<file path="src/rtl/fetch_redirect_arb.sv">
module fetch_redirect_arb #(
  parameter int AW = 32,
  parameter logic [AW-1:0] RESET_PC = '0
) (
  input  logic          clk,
  input  logic          rst_n,
  input  logic [AW-1:0] pred_pc,
  input  logic          ex_valid,
  input  logic [AW-1:0] ex_pc,
  input  logic [AW-1:0] ex_target,
  input  logic          ex_taken,
  input  logic          ex_mispred,
  input  logic          dec_valid,
  input  logic [AW-1:0] dec_target,
  input  logic          dec_eep,
  output logic          dec_ack,
  input  logic          out_ready,
  output logic          out_valid,
  output logic [AW-1:0] out_pc,
  output logic [AW-1:0] out_ppc,
  output logic          out_eep,
  output logic          out_dep,
  output logic [AW-1:0] fetch_pc,
  output logic          train_valid,
  output logic [AW-1:0] train_pc,
  output logic [AW-1:0] train_target,
  output logic          train_taken,
  output logic          train_mispred
);

  logic [AW-1:0] pc_q;
  logic          eep_q, dep_q;
  logic          ex_redir, dec_take;

  assign ex_redir = ex_valid & ex_mispred;
  assign dec_ack  = dec_valid & ~ex_redir;
  assign dec_take = dec_ack & (dec_eep == eep_q);

  assign out_valid = ~ex_redir & ~dec_take;
  assign out_pc    = pc_q;
  assign out_ppc   = pred_pc;
  assign out_eep   = eep_q;
  assign out_dep   = dep_q;
  assign fetch_pc  = pc_q;

  assign train_valid   = ex_valid;
  assign train_pc      = ex_pc;
  assign train_target  = ex_target;
  assign train_taken   = ex_taken;
  assign train_mispred = ex_mispred;

  always_ff @(posedge clk) begin
    if (!rst_n) begin
      pc_q  <= RESET_PC;
      eep_q <= 1'b0;
      dep_q <= 1'b0;
    end else if (ex_redir) begin
      pc_q  <= ex_target;
      eep_q <= ~eep_q;
    end else if (dec_take) begin
      pc_q  <= dec_target;
      dep_q <= ~dep_q;
    end else if (out_ready) begin
      pc_q  <= pred_pc;
    end
  end

endmodule

</file>
<file path="config.mk">
export PLATFORM = sky130hd
export DESIGN_NAME = fetch_redirect_arb
export DESIGN_NICKNAME = d
export VERILOG_FILES = /design/src/rtl/fetch_redirect_arb.sv
export SDC_FILE = /design/constraint.sdc
export NUM_CORES = 1
export LEC_CHECK = 0
export BUFFER_PORTS_ARGS = -buffer_cell sky130_fd_sc_hd__buf_2
export CORE_AREA = 4 4 114 116
export DETAILED_ROUTE_END_ITERATION = 10
export DIE_AREA = 0 0 118 120
export GPL_TIMING_DRIVEN = 0
export SLEW_MARGIN = 10
export SYNTH_ARGS = -nofsm -noshare
export SYNTH_HDL_FRONTEND = slang
export SYNTH_SLANG_ARGS = --single-unit
</file>
<file path="constraint.sdc">
create_clock -name clk -period 3.26 [get_ports clk]
set_input_delay 0.978 -clock clk [delete_from_list [all_inputs] [get_ports clk]]
set_output_delay 0.978 -clock clk [all_outputs]
set_load 0.01 [all_outputs]
</file>
==> metrics.csv, run 1 <==
stage,metric,value,unit
pwr,leakage,2.57,nW
floorplan,die_h,120,µm
drt,drtAntennaViolNets,0,
floorplan,core_area,11900,µm²
yosys,syn-instance-count,332,
yosys,synth-seq-cells,34,
timing,setup_slack,0.308,ns
min_path,hold_path_class,reg2reg,
floorplan,io_pins,303,
timing,grt_setup_unrepaired,no,
setup_path,critPathMaxFanout,10,
timing,worst_pin_slew,0.566,ns
timing,period_needed,2.95,ns
placement,port_buffers,268,
timing,finClkSkew,0.00449,ns
grt,grtUsageTotal,0.145,
setup_path,reg2reg_from,out_eep$_SDFFE_PN0P_,
drt,first_iter_violations,150,
placement,dp_slack,0.0671,ns
yosys,synth_cell_type_count,19,
clock_network,numCtsBuffers,5,
finish,fillCellCount,1257,
grt,grt_antenna_before_repair,0,
floorplan,die_w,118,µm
finish,final_cell_mix,"buf_2, buf_4, dfxtp_1, a21oi_1",
yosys,synthesis.nets,468,
setup_path,r2r_setup_slack,1.36,ns
setup_path,cp-start-kind,primary input,
clock_network,clock_latency,0.27,ns
pwr,p_int,1.10,mW
clock_network,cts.sinks,34,
pwr,p_comb_frac,0.392,
yosys,yosysWarnings,0,
job,max_cap_violations,0,
setup_path,cp.arrival,1.97,ns
finish,area_delta_synth_final,59.7,%
setup_path,worstSetupEndpoint,dec_ack,
timing,drv_slew,0,
pwr,ir_drop,193,µV
yosys,netlist_area,2800,µm²
clock_network,clkSlewWorstSetupHoldPaths,0.06,ns
finish,final_common_cell,buf_2,
drt,wl_per_cell,14.6,µm
finish,drive_above_1_share,0.681,
pwr,clock_power_share,0.299,
floorplan,num_rows,40,
drt,wirelength,11.0,mm
timing,max_freq,0.339,GHz
grt,grt_pass1_vias,3424,
setup_path,cp-startpoint,ex_valid,
setup_path,worst_ep_required_time,2.28,ns
pwr,p_sw,0.505,mW
timing,finalSetupViolations,0,
drt,vias,3251,
clock_network,cts_tree,done,
grt,grt_pass1_wl,16.9,mm
pwr,power_density,359,nW/µm²
drt,firstDrtPassIters,4,
yosys,synth-seq-area-share,0.243,
clock_network,ctsHtreeMaxLevel,2,
grt,grt_overflow,0,
pwr,swShare,0.315,
pwr,seqPwrFrac,0.309,
setup_path,r2r-end,fetch_pc[30]$_SDFFE_PN0P_,
timing,min_period_over_period,0.906,
grt,grt_start_max_net_pins,11,
yosys,synth_area_per_cell,8.45,µm²
finish,multi_input_area,1050,µm²
drt,viasPerCell,4.31,
floorplan,start_util,0.235,
placement,place_congestion,0.773,
drt,remaining_drc_errors,0,
floorplan,fp.dieArea,14200,µm²
clock_network,ctsHoldBuffers,0,
timing,hold_violations,0,
timing,slew_headroom,0.622,
finish,fin_nets,743,
finish,num_antenna_cells,0,
clock_network,clock_path_buffers,2,
finish,regArea,681,µm²
setup_path,crit_type,in2out,
outcome,status,"complete, no violations",
setup_path,endpoint_kind,output port,
clock_network,root_buffer,clkbuf_16,
setup_path,r2r_cells,6,
placement,dp_hpwl,9.17,mm
timing,fin_tns_setup,0,ns
## synth_stat cells
cell type | n | share of area
buf_4 | 131 | 0.35
dfxtp_1 | 34 | 0.24
a21oi_1 | 27 | 0.048
mux2i_1 | 26 | 0.093
nand2b_1 | 26 | 0.058
o221ai_1 | 26 | 0.081
clkbuf_1 | 14 | 0.019
nand2_1 | 8 | 0.011
a21boi_0 | 6 | 0.016
a31oi_1 | 6 | 0.013
buf_2 | 6 | 0.011
o211ai_1 | 6 | 0.016
o22ai_1 | 6 | 0.013
and2_1 | 4 | 0.0089
xnor2_1 | 2 | 0.0062
a211o_1 | 1 | 0.0031
buf_1 | 1 | 0.0013
nand3_1 | 1 | 0.0018
xnor2_2 | 1 | 0.0058
## worst max-delay path, stage by stage
cell,delay [ns]
buf_2,0.11
nand2_1,0.26
clkbuf_2,0.33
and2_1,0.16
buf_2,0.13
## final cells by class
cell class / instances / share of cell area
Tap cell: 147 / 0.0411
Multi-Input combinational cell: 146 / 0.235
Clock inverter: 1 / 0.00112
Timing Repair Buffer: 268 / 0.300
Sequential cell: 34 / 0.152
Buffer: 152 / 0.239
Clock buffer: 7 / 0.0319
## state kept, by name, summed over array words and instances (netlist names)
signal / count
fetch_pc: 32
out_dep: 1
out_eep: 1
## logic make-up (layout without fill, tap and decap cells)
group,Yosys count,in the layout,share of synthesized area
compound gates,78,78,0.191
xor+xnor,3,3,0.0121
buf+inv,152,428,0.382
flops,34,34,0.243
mux,26,26,0.0928
simple gates,39,39,0.0794
## layer usage
metal / vias to the layer above / wire (µm) / global-route usage
met4: 0 / 114 / 0.0396
met3: 8 / 984 / 0.0330
met2: 188 / 5680 / 0.268
li1: 1575 / - / -
met1: 1480 / 4220 / 0.167
met5: - / 0 / 0
## repair_timing
item                       in CTS  in global routing
setup endpoints to repair       0                  1
setup buffers                   0                  0
gates resized for setup         0                  2
## power groups by stage
stage / clock network [mW] / registers, mW / logic (mW)
finish: 0.479 / 0.497 / 0.630
floorplan: 0 / 0.518 / 0.351
detailed placement: 0 / 0.505 / 0.635
global route: 0.516 / 0.502 / 0.688
global placement: 0 / 0.503 / 0.630
CTS: 0.505 / 0.497 / 0.637
## worst min path at each step
| stage | from | endpoint | cells after the start |
|---|---|---|---|
| after floorplan | fetch_pc[17]$_SDFFE_PN0P_ | fetch_pc[17]$_SDFFE_PN0P_ | 2 |
| after global placement | fetch_pc[22]$_SDFFE_PN0P_ | fetch_pc[22]$_SDFFE_PN0P_ | 2 |
| after detailed placement | fetch_pc[22]$_SDFFE_PN0P_ | fetch_pc[22]$_SDFFE_PN0P_ | 2 |
| after CTS | fetch_pc[22]$_SDFFE_PN0P_ | fetch_pc[22]$_SDFFE_PN0P_ | 2 |
| after global routing | fetch_pc[22]$_SDFFE_PN0P_ | fetch_pc[22]$_SDFFE_PN0P_ | 2 |
| final | fetch_pc[22]$_SDFFE_PN0P_ | fetch_pc[22]$_SDFFE_PN0P_ | 2 |
## through the flow
step | std cells | hold WS [ns] | util | total power [mW] | instance area [µm²]
6_report | 755 | 0.495 | 0.376 | 1.61 | 4480
3_3_place_gp | 747 | 0.479 | 0.363 | 1.13 | 4330
5_1_grt | 755 | 0.521 | 0.376 | 1.71 | 4480
2_1_floorplan | 332 | 0.504 | - | 0.870 | 2800
4_1_cts | 755 | 0.497 | 0.376 | 1.64 | 4480
3_5_place_dp | 747 | 0.486 | 0.363 | 1.14 | 4330
Power figures use the tool's default switching activity.
==> run 2, diff against run 1 <==
CORE_AREA = 4 4 116 118   (was 4 4 114 116)
DIE_AREA = 0 0 120 122   (was 0 0 118 120)
GPL_TIMING_DRIVEN = 1   (was 0)
clock period = 2.9 ns   (was 3.26 ns; I/O delays follow)
==> run 2 against run 1 <==
  * Global-route usage down 3.7 points
  * Clock power rose by 13%
  * Via count fell by 21%
  * Largest power group is now registers
  * Highest routed layer unchanged
==> metrics.csv, run 2 (synthesized netlist as in run 1, its figures left out) <==
stage,metric,value,unit,change
floorplan,die_h,122,µm,was 120 µm
timing,finalSetupViolations,0,,unchanged
drt,drtAntennaViolNets,0,,unchanged
finish,final_cell_mix,"buf_2, dfxtp_1, a21oi_1",,"was buf_2, buf_4, dfxtp_1, a21oi_1"
grt,grt_pass1_wl,12.5,mm,was 16.9 mm
grt,grt_overflow,0,,unchanged
floorplan,fp.dieArea,14600,µm²,"was 14,200 µm²"
pwr,p_sw,0.513,mW,was 0.505 mW
grt,grt_antenna_before_repair,0,,unchanged
drt,firstDrtPassIters,4,,unchanged
pwr,p_comb_frac,0.317,,was 0.392
finish,fin_nets,564,,was 743
drt,remaining_drc_errors,0,,unchanged
pwr,power_density,482,nW/µm²,was 359 nW/µm²
timing,grt_setup_unrepaired,no,,unchanged
floorplan,die_w,120,µm,was 118 µm
pwr,leakage,1.80,nW,was 2.57 nW
min_path,hold_path_class,reg2reg,,unchanged
drt,wirelength,8.91,mm,was 11.0 mm
setup_path,crit_type,in2out,,unchanged
floorplan,start_util,0.225,,was 0.235
clock_network,cts_resized,0,,unchanged
drt,first_iter_violations,88,,was 150
clock_network,ctsHtreeMaxLevel,2,,unchanged
setup_path,cp.arrival,1.50,ns,was 1.97 ns
finish,final_common_cell,buf_2,,unchanged
setup_path,endpoint_kind,output port,,unchanged
timing,slew_headroom,0.487,,was 0.622
pwr,swShare,0.320,,was 0.315
timing,whs,0.484,ns,was 0.495 ns
setup_path,r2r_cells,5,,was 6
timing,max_freq,0.422,GHz,
pwr,clock_power_share,0.338,,was 0.299
pwr,p_int,1.09,mW,was 1.10 mW
timing,min_period_over_period,0.818,,
clock_network,clkSlewWorstSetupHoldPaths,0.05,ns,was 0.06 ns
setup_path,critPathMaxFanout,8,,was 10
pwr,total_power,1.61,mW,about the same
timing,finClkSkew,0.00450,ns,was 0.00449 ns
grt,grtUsageTotal,0.108,,was 0.145
floorplan,num_rows,41,,was 40
pwr,seqPwrFrac,0.345,,was 0.309
timing,worst_pin_slew,0.769,ns,was 0.566 ns
pwr,ir_drop,206,µV,was 193 µV
finish,final_util,0.267,,was 0.376
clock_network,clock_path_buffers,2,,unchanged
grt,grt_pass1_vias,2398,,"was 3,424"
finish,drive_above_1_share,0.585,,was 0.681
placement,place_congestion,0.782,,was 0.773
timing,period_needed,2.37,ns,
outcome,status,"complete, no violations",,unchanged
timing,drv_slew,0,,unchanged
clock_network,root_buffer,clkbuf_16,,unchanged
clock_network,cts.sinks,34,,unchanged
clock_network,ctsHoldBuffers,0,,unchanged
clock_network,postCtsSetupRepairBufs,0,,unchanged
clock_network,clock_latency,0.27,ns,about the same
drt,viasPerCell,4.29,,was 4.31
placement,port_buffers,236,,was 268
timing,fin_tns_setup,0,ns,unchanged
finish,largest_reg_flops,32,,unchanged
clock_network,cts_tree,done,,unchanged
setup_path,worst_ep_required_time,2.03,ns,was 2.28 ns
timing,hold_violations,0,,unchanged
finish,num_antenna_cells,0,,unchanged
setup_path,cp-start-kind,primary input,,unchanged
grt,grt_start_max_net_pins,61,,was 11
min_path,min_path_cells,2,,unchanged
placement,dp_hpwl,6.93,mm,was 9.17 mm
drt,wl_per_cell,14.8,µm,was 14.6 µm
drt,vias,2579,,"was 3,251"
floorplan,core_area,12500,µm²,"was 11,900 µm²"
setup_path,r2r_setup_slack,1.10,ns,was 1.36 ns
job,max_cap_violations,0,,unchanged
floorplan,io_pins,303,,unchanged
finish,area_delta_synth_final,18.9,%,was 59.7%
clock_network,numCtsBuffers,5,,unchanged
-- run 2: changes by cell type in the layout (fill, tap and decap cells not counted) --
cell      delta
buf_12       +1
nand2_1      -2
nand2_2      +2
buf_1        -1
clkbuf_2     -1
buf_4      -127
buf_2       -38
clkbuf_1    -13
-- run 2: power groups by stage --
stage / sequential [mW] / clock (mW) / combinational [mW]
2_1_floorplan: 0.583 / 0 / 0.395
3_3_place_gp: 0.560 / 0 / 0.513
3_5_place_dp: 0.563 / 0 / 0.516
4_1_cts: 0.554 / 0.574 / 0.517
5_1_grt: 0.559 / 0.590 / 0.552
6_report: 0.553 / 0.543 / 0.509
-- run 2: area by class of cell --
type / instances / area, µm²
clock buffer: 7 / 143
clock inverter: 1 / 5.00
fill: 1360 / 9130
multi-input combinational: 146 / 1060
sequential: 34 / 681
tap: 172 / 215
timing repair buffer: 241 / 1230
-- run 2: path summary, 6_finish.rpt --
path / end / startpoint
worst min-delay path: fetch_pc[22]$_SDFFE_PN0P_ / fetch_pc[22]$_SDFFE_PN0P_
worst min register to register: fetch_pc[22]$_SDFFE_PN0P_ / fetch_pc[22]$_SDFFE_PN0P_
worst max-delay path: out_valid / ex_valid
worst max register to register: fetch_pc[1]$_SDFFE_PN0P_ / out_eep$_SDFFE_PN0P_
-- run 2: worst max-delay path, stage by stage --
cell and delay (ns):
buf_2 0.12, and2_1 0.23, a21oi_1 0.14, buf_2 0.15
-- run 2: metal layers --
layer  part of all wire  routed length (µm)  global-route usage  up-vias
met1               0.37                3290               0.123     1179
met3              0.086                 764              0.0218       17
met2               0.53                4720               0.197      159
met4              0.015                 133              0.0401        0
li1                   -                   -                   -     1224
met5                  0                   0                   0        -
-- run 2: stage by stage --
step,cell area (µm²),std cells,setup slack (ns)
after floorplan,2800,332,0.528
after global placement,3190,593,0.474
after detailed placement,3190,593,0.424
after CTS,3330,601,0.530
after global routing,3330,601,0.451
final,3330,601,0.528
==> run 3, diff against run 2 <==
CORE_AREA = 4 4 114 116   (was 4 4 116 118)
DIE_AREA = 0 0 118 120   (was 0 0 120 122)
clock period = 2 ns   (was 2.9 ns; I/O delays follow)
==> run 3 against run 2 <==
  * Clock-buffer cell count is 2 lower
  * Setup slack worse by 0.36 ns
  * Non-clock buffer count is 4 higher
  * Via count is 0.85% higher
  * Wire length is 1.0% lower
  * Clock power is 35% higher
  * Die area is 3.3% lower
  * Sequential cell count stayed put
  * Critical path type unchanged
  * Largest cell class unchanged
  * Largest power group unchanged
==> metrics.csv, run 3 (synthesized netlist as in run 1, its figures left out) <==
stage,metric,value,unit,change
outcome,status,"complete, no violations",,unchanged
clock_network,cts.sinks,34,,unchanged
timing,fin_tns_setup,0,ns,unchanged
timing,period_needed,1.83,ns,
timing,max_freq,0.545,GHz,
finish,area_delta_synth_final,19.7,%,was 18.9%
placement,port_buffers,236,,unchanged
pwr,power_density,684,nW/µm²,was 482 nW/µm²
pwr,leakage,1.83,nW,was 1.80 nW
floorplan,die_h,120,µm,was 122 µm
min_path,hold_path_class,reg2reg,,unchanged
clock_network,clock_latency,0.27,ns,about the same
grt,grtUsageTotal,0.113,,was 0.108
setup_path,endpoint_kind,output port,,unchanged
clock_network,numCtsBuffers,5,,unchanged
finish,num_antenna_cells,0,,unchanged
setup_path,crit_type,in2out,,unchanged
timing,grt_setup_unrepaired,no,,unchanged
drt,drtAntennaViolNets,0,,unchanged
timing,slew_headroom,0.784,,was 0.487
floorplan,io_pins,303,,unchanged
timing,min_period_over_period,0.917,,
drt,wl_per_cell,15.2,µm,was 14.8 µm
setup_path,worst_ep_required_time,1.40,ns,was 2.03 ns
clock_network,ctsHtreeMaxLevel,2,,unchanged
finish,final_cell_mix,"buf_2, dfxtp_1, a21oi_1",,unchanged
grt,grt_pass1_wl,13.0,mm,was 12.5 mm
clock_network,clkSlewWorstSetupHoldPaths,0.06,ns,was 0.05 ns
floorplan,start_util,0.235,,was 0.225
setup_path,cp-start-kind,primary input,,unchanged
finish,fin_nets,568,,was 564
grt,grt_overflow,0,,unchanged
grt,grt_start_max_net_pins,41,,was 61
clock_network,clock_path_buffers,2,,unchanged
timing,whs,0.491,ns,was 0.484 ns
finish,largest_reg_flops,32,,unchanged
clock_network,cts_resized,0,,unchanged
floorplan,core_area,11900,µm²,"was 12,500 µm²"
timing,finClkSkew,0.00362,ns,was 0.00450 ns
timing,drv_slew,0,,unchanged
clock_network,root_buffer,clkbuf_16,,unchanged
grt,grt_pass1_vias,2470,,"was 2,398"
drt,viasPerCell,4.49,,was 4.29
drt,first_iter_violations,90,,was 88
finish,final_common_cell,buf_2,,unchanged
setup_path,r2r_cells,6,,was 5
setup_path,cp.arrival,1.23,ns,was 1.50 ns
pwr,ir_drop,271,µV,was 206 µV
floorplan,num_rows,40,,was 41
floorplan,fp.dieArea,14200,µm²,"was 14,600 µm²"
drt,wirelength,8.82,mm,was 8.91 mm
placement,place_congestion,0.785,,was 0.782
min_path,min_path_cells,2,,unchanged
timing,setup_slack,0.165,ns,was 0.528 ns
placement,dp_hpwl,6.92,mm,was 6.93 mm
job,max_cap_violations,0,,unchanged
finish,drive_above_1_share,0.590,,was 0.585
drt,firstDrtPassIters,4,,unchanged
clock_network,cts_tree,done,,unchanged
setup_path,critPathMaxFanout,8,,unchanged
grt,grt_antenna_before_repair,0,,unchanged
clock_network,ctsHoldBuffers,0,,unchanged
timing,finalSetupViolations,0,,unchanged
drt,remaining_drc_errors,0,,unchanged
placement,dp_slack,0.122,ns,was 0.424 ns
drt,vias,2601,,"was 2,579"
timing,worst_pin_slew,0.324,ns,was 0.769 ns
finish,final_util,0.282,,was 0.267
timing,hold_violations,0,,unchanged
floorplan,die_w,118,µm,was 120 µm
clock_network,postCtsSetupRepairBufs,0,,unchanged
run 3: where the power goes:
part	internal, mW	switching (mW)	leakage (nW)
logic	0.358	0.406	1.48
clock network	0.449	0.284	0.0694
registers	0.750	0.0508	0.283
run 3: layout make-up:
class / count / area [µm²]
multi-input cells: 146 / 1060
clock buffers: 5 / 125
clock inverters: 2 / 10.0
flip-flops and latches: 34 / 681
fillers: 1271 / 8550
repair buffers: 245 / 1300
well taps: 147 / 184
run 3: critical path: stages:
cell     delay, ns
buf_2         0.12
and2_1        0.24
a21oi_1       0.14
buf_2         0.14
run 3: path summary, 6_finish.rpt:
kind,from,slack (ns),end
max,ex_valid,0.17,out_valid
min,fetch_pc[19]$_SDFFE_PN0P_,0.49,fetch_pc[19]$_SDFFE_PN0P_
max reg2reg,out_eep$_SDFFE_PN0P_,0.44,fetch_pc[20]$_SDFFE_PN0P_
min reg2reg,fetch_pc[19]$_SDFFE_PN0P_,0.49,fetch_pc[19]$_SDFFE_PN0P_
run 3: metrics by stage:
step	area (µm²)	power [mW]	instances
2_1_floorplan	2800	1.42	332
3_3_place_gp	3220	1.57	572
3_5_place_dp	3220	1.59	572
4_1_cts	3360	2.35	579
5_1_grt	3360	2.43	579
6_report	3360	2.30	579
run 3: routing by layer:
metal | part of all wire | global-route usage | vias to the layer above
met2 | 0.51 | 0.203 | 159
met1 | 0.40 | 0.130 | 1206
li1 | - | - | 1228
met3 | 0.085 | 0.0283 | 8
met5 | 0 | 0 | -
met4 | 0.010 | 0.0359 | 0
